**src/rtl/ofc_pkg.sv**
```systemverilog
package ofc_pkg;

    // Phase of the delay timer
    typedef enum logic {
        MT_IDLE = 1'b0,
        MT_RUN  = 1'b1
    } mtr_state_e;

endpackage

```
**src/rtl/delay_meter.sv**
```systemverilog
module delay_meter
    import ofc_pkg::*;
#(
    parameter int DW = 8
) (
    input  logic          clk,
    input  logic          rst_n,
    input  logic          start_i,
    input  logic          stop_i,
    output logic          done_o,
    output logic [DW-1:0] meas_o
);

    localparam logic [DW-1:0] CNT_MAX = {DW{1'b1}};

    typedef struct packed {
        mtr_state_e    st;
        logic [DW-1:0] cnt;
        logic          done;
        logic [DW-1:0] meas;
    } mtr_t;

    mtr_t q, d;

    always_comb begin
        d      = q;
        d.done = 1'b0;
        case (q.st)
            MT_IDLE: begin
                if (start_i) begin
                    d.st  = MT_RUN;
                    d.cnt = {{(DW-1){1'b0}}, 1'b1};
                end
            end
            MT_RUN: begin
                if (stop_i) begin
                    d.st   = MT_IDLE;
                    d.done = 1'b1;
                    d.meas = q.cnt;
                end else if (q.cnt != CNT_MAX) begin
                    d.cnt = q.cnt + 1'b1;
                end
            end
            default: d.st = MT_IDLE;
        endcase
    end

    always_ff @(posedge clk) begin
        if (!rst_n) begin
            q.st   <= MT_IDLE;
            q.cnt  <= '0;
            q.done <= 1'b0;
            q.meas <= '0;
        end else begin
            q <= d;
        end
    end

    assign done_o = q.done;
    assign meas_o = q.meas;

    // a completed measurement is reported for a single cycle only
    a_r1_done_single: assert property (@(posedge clk) disable iff (!rst_n)
        q.done |=> !q.done);

    // the running count never goes down while no stop pulse arrives
    a_r2_no_wrap: assert property (@(posedge clk) disable iff (!rst_n)
        (q.st == MT_RUN && !stop_i) |=> (q.cnt >= $past(q.cnt)));

endmodule

```
**src/rtl/window_ctrl.sv**
```systemverilog
module window_ctrl #(
    parameter int DW = 8
) (
    input  logic          clk,
    input  logic          rst_n,
    input  logic          done_i,
    input  logic [DW-1:0] meas_i,
    input  logic [DW-1:0] thr_max_i,
    input  logic [DW-1:0] thr_hi_i,
    input  logic [DW-1:0] thr_min_i,
    input  logic [DW-1:0] thr_lo_i,
    output logic          up_o,
    output logic          dn_o,
    output logic          evt_o
);

    typedef struct packed {
        logic up;
        logic dn;
        logic evt;
    } win_t;

    win_t q, d;
    logic up_next, dn_next;

    always_comb begin
        d       = q;
        d.evt   = done_i;
        up_next = q.up ? !(meas_i < thr_hi_i) : (meas_i > thr_max_i);
        dn_next = q.dn ? !(meas_i > thr_lo_i) : (meas_i < thr_min_i);
        if (done_i) begin
            if (up_next && dn_next) begin
                d.up = 1'b0;
                d.dn = 1'b0;
            end else begin
                d.up = up_next;
                d.dn = dn_next;
            end
        end
    end

    always_ff @(posedge clk) begin
        if (!rst_n) begin
            q.up  <= 1'b0;
            q.dn  <= 1'b0;
            q.evt <= 1'b0;
        end else begin
            q <= d;
        end
    end

    assign up_o  = q.up;
    assign dn_o  = q.dn;
    assign evt_o = q.evt;

    // raise and lower never active together
    a_r5_exclusive: assert property (@(posedge clk) disable iff (!rst_n)
        !(q.up && q.dn));

    // a raise request only begins on a delay above the outer maximum
    a_r3_up_cause: assert property (@(posedge clk) disable iff (!rst_n)
        $rose(q.up) |-> ($past(meas_i) > $past(thr_max_i)));

    // a lower request only begins on a delay below the outer minimum
    a_r4_dn_cause: assert property (@(posedge clk) disable iff (!rst_n)
        $rose(q.dn) |-> ($past(meas_i) < $past(thr_min_i)));

    // request state is only re-evaluated on a completed measurement
    a_r3_hold_between: assert property (@(posedge clk) disable iff (!rst_n)
        !done_i |=> ($stable(q.up) && $stable(q.dn)));

endmodule

```
**src/rtl/step_counter.sv**
```systemverilog
module step_counter #(
    parameter int SW_N = 32,
    parameter int STW  = 4
) (
    input  logic            clk,
    input  logic            rst_n,
    input  logic            evt_i,
    input  logic            up_i,
    input  logic            dn_i,
    input  logic [STW-1:0]  settle_n_i,
    output logic [SW_N-1:0] sw_o,
    output logic            settled_o
);

    localparam int              CW     = $clog2(SW_N + 1);
    localparam logic [CW-1:0]   TOP    = CW'(SW_N);
    localparam logic [STW-1:0]  QMAX   = {STW{1'b1}};

    typedef struct packed {
        logic [CW-1:0]  cnt;
        logic [STW-1:0] quiet;
        logic           settled;
    } stp_t;

    stp_t q, d;

    always_comb begin
        d = q;
        if (evt_i) begin
            if (up_i || dn_i) begin
                d.quiet   = '0;
                d.settled = 1'b0;
                if (up_i && q.cnt != TOP) begin
                    d.cnt = q.cnt + 1'b1;
                end else if (dn_i && q.cnt != '0) begin
                    d.cnt = q.cnt - 1'b1;
                end
            end else begin
                if (q.quiet != QMAX) begin
                    d.quiet = q.quiet + 1'b1;
                end
                d.settled = (d.quiet >= settle_n_i);
            end
        end
    end

    always_ff @(posedge clk) begin
        if (!rst_n) begin
            q.cnt     <= '0;
            q.quiet   <= '0;
            q.settled <= 1'b0;
        end else begin
            q <= d;
        end
    end

    for (genvar i = 0; i < SW_N; i++) begin : g_thermo
        assign sw_o[i] = (q.cnt > CW'(i));
    end

    assign settled_o = q.settled;

    // count stays within its range
    a_r6_range: assert property (@(posedge clk) disable iff (!rst_n)
        q.cnt <= TOP);

    // count only moves after a decision
    a_r6_hold: assert property (@(posedge clk) disable iff (!rst_n)
        !evt_i |=> $stable(q.cnt));

    // count moves by at most one unit per decision
    a_r6_unit_step: assert property (@(posedge clk) disable iff (!rst_n)
        evt_i |=> ($stable(q.cnt) || (q.cnt == $past(q.cnt) + 1'b1)
                   || ($past(q.cnt) == q.cnt + 1'b1)));

    // any request clears the settled flag
    a_r8_clear_on_req: assert property (@(posedge clk) disable iff (!rst_n)
        (evt_i && (up_i || dn_i)) |=> !q.settled);

endmodule

```
**src/rtl/offset_loop_ctrl.sv**
```systemverilog
module offset_loop_ctrl #(
    parameter int DW   = 8,
    parameter int SW_N = 32,
    parameter int STW  = 4
) (
    input  logic            clk,
    input  logic            rst_n,
    input  logic            tstart_i,
    input  logic            tstop_i,
    input  logic [DW-1:0]   thr_max_i,
    input  logic [DW-1:0]   thr_hi_i,
    input  logic [DW-1:0]   thr_min_i,
    input  logic [DW-1:0]   thr_lo_i,
    input  logic [STW-1:0]  settle_n_i,
    output logic [SW_N-1:0] sw_word_o,
    output logic            settled_o
);

    logic          done;
    logic [DW-1:0] meas;
    logic          up, dn, evt;

    delay_meter #(.DW(DW)) u_meter (
        .clk     (clk),
        .rst_n   (rst_n),
        .start_i (tstart_i),
        .stop_i  (tstop_i),
        .done_o  (done),
        .meas_o  (meas)
    );

    window_ctrl #(.DW(DW)) u_window (
        .clk       (clk),
        .rst_n     (rst_n),
        .done_i    (done),
        .meas_i    (meas),
        .thr_max_i (thr_max_i),
        .thr_hi_i  (thr_hi_i),
        .thr_min_i (thr_min_i),
        .thr_lo_i  (thr_lo_i),
        .up_o      (up),
        .dn_o      (dn),
        .evt_o     (evt)
    );

    step_counter #(.SW_N(SW_N), .STW(STW)) u_steps (
        .clk        (clk),
        .rst_n      (rst_n),
        .evt_i      (evt),
        .up_i       (up),
        .dn_i       (dn),
        .settle_n_i (settle_n_i),
        .sw_o       (sw_word_o),
        .settled_o  (settled_o)
    );

    // switch lines always form a contiguous run from bit 0
    a_r7_thermo: assert property (@(posedge clk) disable iff (!rst_n)
        ((sw_word_o + 1'b1) & sw_word_o) == '0);

    // nothing is requested or settled in the cycle after reset
    a_r9_reset_state: assert property (@(posedge clk)
        !rst_n |=> (sw_word_o == '0 && !settled_o));

endmodule

```
**config.mk**
```make
export PLATFORM = sky130hd
export DESIGN_NAME = offset_loop_ctrl
export DESIGN_NICKNAME = d
export VERILOG_FILES = /design/src/rtl/ofc_pkg.sv /design/src/rtl/delay_meter.sv /design/src/rtl/window_ctrl.sv /design/src/rtl/step_counter.sv /design/src/rtl/offset_loop_ctrl.sv
export SDC_FILE = /design/constraint.sdc
export NUM_CORES = 1
export LEC_CHECK = 0
export BUFFER_PORTS_ARGS = -buffer_cell sky130_fd_sc_hd__buf_4
export CORE_MARGIN = 1.5
export CORE_UTILIZATION = 54
export CTS_CLUSTER_SIZE = 40
export DETAILED_ROUTE_END_ITERATION = 8
export GPL_TIMING_DRIVEN = 0
export PLACE_DENSITY = 0.81
export SLEW_MARGIN = 30
export SYNTH_ARGS = -nofsm -noshare
export SYNTH_HDL_FRONTEND = slang
export SYNTH_HIERARCHICAL = 1
export SYNTH_SLANG_ARGS = --single-unit
export TNS_END_PERCENT = 10
```
**constraint.sdc**
```tcl
create_clock -name clk -period 2.84 [get_ports clk]
set_input_delay 0.284 -clock clk [delete_from_list [all_inputs] [get_ports clk]]
set_output_delay 0.284 -clock clk [all_outputs]
set_load 0.005 [all_outputs]
```
==> results.toml, run 1 <==
[floorplan]
fp.dieW_um = 76.1
io_pins = 73
die-area_sq_um = 5790
start_util_pct = 56.1
die_h_um = 76.1
core_sq_um = 5140
num_rows = 26

[critical_path]
r2r_start = "u_steps/q[6]$_SDFFE_PN0P_"
ff2ff_path_depth = 9
ff2ff_setup_slack_ns = 0.54
critPathCaptureType = "primary output"
crit_family = "buffers and inverters"
critical_path_class = "reg -> out"
slowest_stage = "dfxtp_1"
cp_num_buf_inv = 4
cp_slowest_stage_delay_ns = 0.37
cp_data_arrival_time_ns = 2.07
start_kind = "flip-flop"
critical_path_depth = 9
cp_cell_sequence = "clkbuf_1 -> inv_1 -> ha_1 -> buf_6 -> nor2_1 -> nand2_1 -> nand2_1 -> a21o_1 -> buf_4"
cp.required_ns = 2.56
cp_common_cell = "nand2_1"
crit_fanout = 10
r2r_end = "u_steps/q[8]$_SDFFE_PN0P_"

[cells_and_area]
antenna_cells = 0
mostFrequentLayoutCells = "buf_4, inv_1, nand2_1"
design_area_sq_um = 3600
area_growth_syn_to_layout_pct = 24.9
fillCellCount = 460
fin_nets = 537
layout_commonest_cell = "buf_4"
drive_gt1_share_pct = 23.6

[routing]
wl_per_cell_um = 12.7
vias = 2889
drc = 0
vias_per_cell = 5.47
firstDrtPassIters = 4
wl_um = 6700
drt-initial-drc-count = 142
antenna_left = 0

[status]
run_status = "completed"

[logic_synthesis]
synth_cell_types = 63
synth.avg_cell_area_sq_um = 7.63
yosys_warnings = 6
synth-main-ff-cell = "dfxtp_1"
ys_seq_area_share_pct = 22.2
synthCells = 378
synth_edf_count = 0
netlist_area_sq_um = 2880
synth_nets = 458
async_flop_share_pct = 0
ys_ff_latch = 32

[sta]
hold_violations = 0
final.setup.tns_ns = 0
holdWs_ns = 0.328
period_share_pct = 82.8
max-slew-margin-rel_pct = 66.3
max_freq_mhz = 425
rsz0062_at_grt = "no"
fin_skew_ns = 0.00518
tightest_slew_ns = 0.505
fin_crit_ns = 2.35
setup_viol = 0
final_max_slew_viol_count = 0

[cts]
cts_tree = "built"
cts_hold_buf = 0
post-cts-setup-buffers = 0
clock_latency_ns = 0.28
post_cts_resized = 0
cts_buffer_depth = 2
h-tree-depth = 2
clkSinkCount = 32
clk_pin_slew_ns = 0.07
cts_buffers = 5
cts_root_buf = "clkbuf_8"

[placement]
place.gp.congestion = 0.932
io_buffer_count = 72
dpl_cell_area_sq_um = 3510
place.detailed.hpwl_um = 5200

[grt]
grt_pass1_wl_um = 11700
grt_max_degree = 15
grt_overflow_total = 0
grt_pass1_vias = 2732
antenna_found_initial = 0
grtUsageTotal_pct = 23.7

[worst_hold_path]
hp-start = "rst_n"
whs_path_depth = 3
hold_path.class = "in -> reg"
worstHoldEndpoint = "u_meter/q[15]$_SDFFE_PN0P_"

[power_and_ir_drop]
p_per_area_nw_per_um2 = 264
ir_drop_v = 0.000348
cellLeakagePower_nw = 1.91

[job]
max-cap-violations = 0
## worst max path at each step
stage                                end                      start  slack (ns)
2_1_floorplan  u_steps/q[7]$_SDFFE_PN0P_  u_steps/q[6]$_SDFFE_PN0P_        0.83
5_1_grt                    sw_word_o[29]  u_steps/q[6]$_SDFFE_PN0P_        0.31
4_1_cts                    sw_word_o[21]  u_steps/q[6]$_SDFFE_PN0P_        0.49
3_3_place_gp   u_steps/q[7]$_SDFFE_PN0P_  u_steps/q[6]$_SDFFE_PN0P_        0.65
6_report                   sw_word_o[21]  u_steps/q[6]$_SDFFE_PN0P_        0.49
3_5_place_dp   u_steps/q[8]$_SDFFE_PN0P_  u_steps/q[6]$_SDFFE_PN0P_        0.58
## state kept, by name, indices dropped and copies added, names as in the netlist
signal and cells:
u_meter/done_o 1, u_meter/meas_o 8, u_window/up_o 1, u_window/evt_o 1
u_steps/settled_o 1, u_window/dn_o 1, u_steps/q 10, u_meter/q 9
## tightest hold or removal path: stages
cell     delay (ns)
buf_4          0.16
nand2_1        0.07
nor3_1         0.04
## kinds of logic after synthesis
logic type,Yosys count,share of synthesized area (%)
mux,3,1.09
simple gates,126,22.7
compound gates,102,24.4
fa+ha+maj,40,17.4
xor+xnor,3,0.912
flops,32,22.2
buf+inv,72,11.3
## per-stage QoR
step | instances | total power [mW] | worst slack, ns | utilization [%]
final | 528 | 0.951 | 0.489 | 70.1
after CTS | 528 | 0.963 | 0.494 | 70.1
after detailed placement | 520 | 0.602 | 0.579 | 68.3
after global placement | 520 | 0.596 | 0.648 | 68.3
after global routing | 528 | 0.998 | 0.307 | 70.1
after floorplan | 378 | 0.538 | 0.832 | -
## cell usage after synthesis, drive strengths merged (2+ instances only)
master	number	area [sq um]
or3	4	25.0
a41oi	2	17.5
dfxtp	32	641
nor3	7	35.0
o21bai	6	45.0
ha	40	500
nor2	20	75.1
nand4b	2	17.5
and2	6	37.5
nand3	10	50.1
o21a	3	22.5
nor2b	7	51.3
buf	15	113
nand2	41	154
o211ai	3	27.5
nand2b	11	68.8
a21oi	26	138
o31ai	5	47.5
a21boi	4	30.0
a31o	2	17.5
nor4	2	18.8
nand4	5	31.3
o21ai	26	134
a21o	8	60.1
a211oi	4	35.0
o211a	2	20.0
and3	5	37.5
clkbuf	11	41.3
mux2i	2	20.0
inv	46	173
xnor2	3	26.3
a31oi	3	33.8
## area by class of cell
cell class	instances	area, sq um	share of cell area [%]
plain buffers	26	154	4.27
clock buffers	8	90.1	2.50
inverters	46	173	4.80
multi-input cells	274	1920	53.2
flip-flops and latches	32	641	17.8
well taps	70	87.6	2.43
repair buffers	72	541	15.0
## per-layer routing
layer | part of all wire [%] | GRT usage [%]
met2 | 48 | 42.3
met1 | 45 | 29.6
met5 | 0 | 0
met3 | 5.4 | 3.71
met4 | 1.2 | 6.48
## power breakdown
group	leakage (nW)	switching (mW)	internal [mW]
combinational	1.60	0.0625	0.0685
sequential	0.259	0.00607	0.455
clock	0.0455	0.161	0.198
total	1.91	0.230	0.721
Note: power is estimated with default switching activity, not from simulation.
==> run 2: changes to the inputs <==
Clock period 2.84 ns to 2.2 ns, I/O delays scaled along.
==> run 2 against run 1 <==
Wire length increased by 2.3%. Sequential share of layout area decreased by 0.16 points. First-iteration DRC count increased by 28%. Core utilization increased by 0.90 points. Non-clock buffer count unchanged. Register-to-register slack got worse by 0.46 ns. Final cell count increased by 0.19%. Total power increased by 29%. Sequential cell count unchanged. Combinational power increased by 29%. Via count increased by 0.14%. Clock-buffer cell count unchanged.
==> results.toml, run 2 (synthesis gave the netlist of run 1 again) <==
[cells_and_area]
final_util_pct = 71.0
fillCellCount = 453
design_area_sq_um = 3650
drive_gt1_share_pct = 25.3
layout_commonest_cell = "buf_4"
antenna_cells = 0
regMostFlops = "u_steps/q"
largest_reg_flops = 10
mostFrequentLayoutCells = "buf_4, inv_1, nand2_1"
fin_nets = 538
area_growth_syn_to_layout_pct = 26.5

[routing]
vias = 2893
antenna_left = 0
firstDrtPassIters = 4
wl_per_cell_um = 12.9
vias_per_cell = 5.47
wl_um = 6850
drt-initial-drc-count = 182
drc = 0

[power_and_ir_drop]
total_power_mw = 1.23
p_per_area_nw_per_um2 = 336
cellLeakagePower_nw = 1.91
ir_drop_v = 0.000449

[critical_path]
critical_path_class = "reg -> reg"
cp.required_ns = 2.41
critPathCaptureType = "flip-flop"
ff2ff_setup_slack_ns = 0.08
crit_fanout = 10
ff2ff_path_depth = 9
cp_data_arrival_time_ns = 2.34
start_kind = "flip-flop"
r2r_start = "u_steps/q[6]$_SDFFE_PN0P_"
cp_cell_sequence = "buf_4 -> inv_2 -> ha_2 -> buf_6 -> or3b_4 -> o21ba_2 -> a31oi_4 -> o21ai_0 -> a21boi_1"
slowest_stage = "or3b_4"
r2r_end = "u_steps/q[7]$_SDFFE_PN0P_"
cp_slowest_stage_delay_ns = 0.42

[floorplan]
die_h_um = 76.1
core_sq_um = 5140
fp.dieW_um = 76.1
die-area_sq_um = 5790
io_pins = 73
start_util_pct = 56.1
num_rows = 26

[cts]
clk_pin_slew_ns = 0.07
cts_buffer_depth = 2
cts_hold_buf = 0
clkSinkCount = 32
post-cts-setup-buffers = 0
clock_latency_ns = 0.28
cts_root_buf = "clkbuf_8"
h-tree-depth = 2
cts_tree = "built"
cts_buffers = 5

[worst_hold_path]
whs_path_depth = 2
hp-start = "rst_n"
hold_path.class = "in -> reg"
worstHoldEndpoint = "u_meter/q[9]$_SDFFE_PN0P_"

[grt]
grt_pass1_vias = 2732
grt_overflow_total = 0
grt_max_degree = 15
grtUsageTotal_pct = 23.7
antenna_found_initial = 0
grt_pass1_wl_um = 11700

[sta]
fin_skew_ns = 0.00581
max-slew-margin-rel_pct = 58.8
tightest_slew_ns = 0.618
max_freq_mhz = 471
holdWs_ns = 0.269
period_share_pct = 96.6
fin_crit_ns = 2.12
hold_violations = 0
setup_viol = 0
final.setup.tns_ns = 0
final_max_slew_viol_count = 0

[placement]
io_buffer_count = 72
place.detailed.hpwl_um = 5200
dpl_cell_area_sq_um = 3510
place.gp.congestion = 0.932

[status]
run_status = "completed"

[job]
max-cap-violations = 0
[run 2: what timing repair did]
action / 4_1_cts / 5_1_grt
resized for setup: 1 / 14
cloned: 0 / 1
endpoints found under the setup margin: 8 / 9
pin swaps: 0 / 1
[run 2: layout make-up]
cell class | instances | area [sq um] | share of cell area (%)
multi-input cells | 275 | 1950 | 53.4
flip-flops and latches | 32 | 643 | 17.6
repair buffers | 72 | 541 | 14.8
inverters | 46 | 173 | 4.73
plain buffers | 26 | 164 | 4.49
clock buffers | 8 | 90.1 | 2.47
well taps | 70 | 87.6 | 2.40
[run 2: worst max path at each step]
stage	endpoint	startpoint	cells after the start	slack (ns)
2_1_floorplan	u_steps/q[7]$_SDFFE_PN0P_	u_steps/q[6]$_SDFFE_PN0P_	9	0.19
3_3_place_gp	u_steps/q[7]$_SDFFE_PN0P_	u_steps/q[6]$_SDFFE_PN0P_	9	0.008
3_5_place_dp	u_steps/q[8]$_SDFFE_PN0P_	u_steps/q[6]$_SDFFE_PN0P_	9	-0.06
4_1_cts	u_steps/q[7]$_SDFFE_PN0P_	u_steps/q[6]$_SDFFE_PN0P_	9	0.02
5_1_grt	u_steps/q[6]$_SDFFE_PN0P_	u_steps/q[6]$_SDFFE_PN0P_	9	-0.01
6_report	u_steps/q[7]$_SDFFE_PN0P_	u_steps/q[6]$_SDFFE_PN0P_	9	0.08
[run 2: power breakdown]
group          switching (mW)  internal, mW  total [mW]
registers             0.00854         0.587       0.595
clock network           0.207         0.255       0.462
logic                  0.0810        0.0884       0.169
total                   0.297         0.930        1.23
[run 2: per-layer routing]
metal / global-route usage [%] / share of wire, %
met1: 29.6 / 45
met2: 42.3 / 48
met3: 3.71 / 5.4
met4: 6.48 / 1.3
met5: 0 / 0
[run 2: through the flow]
stage,cells,worst slack [ns]
after floorplan,378,0.192
final,529,0.0752
after global placement,520,0.00839
after global routing,529,-0.0131
after detailed placement,520,-0.0606
after CTS,528,0.0185
[run 2: critical path: cells and delay by family (launching register included)]
family | cells | cell delay [ns]
AO/OA/AOI/OAI | 4 | 0.77
flip-flops | 1 | 0.33
AND/OR/NAND/NOR | 1 | 0.42
adder cells (fa/ha/maj) | 1 | 0.16
buffers and inverters | 3 | 0.36
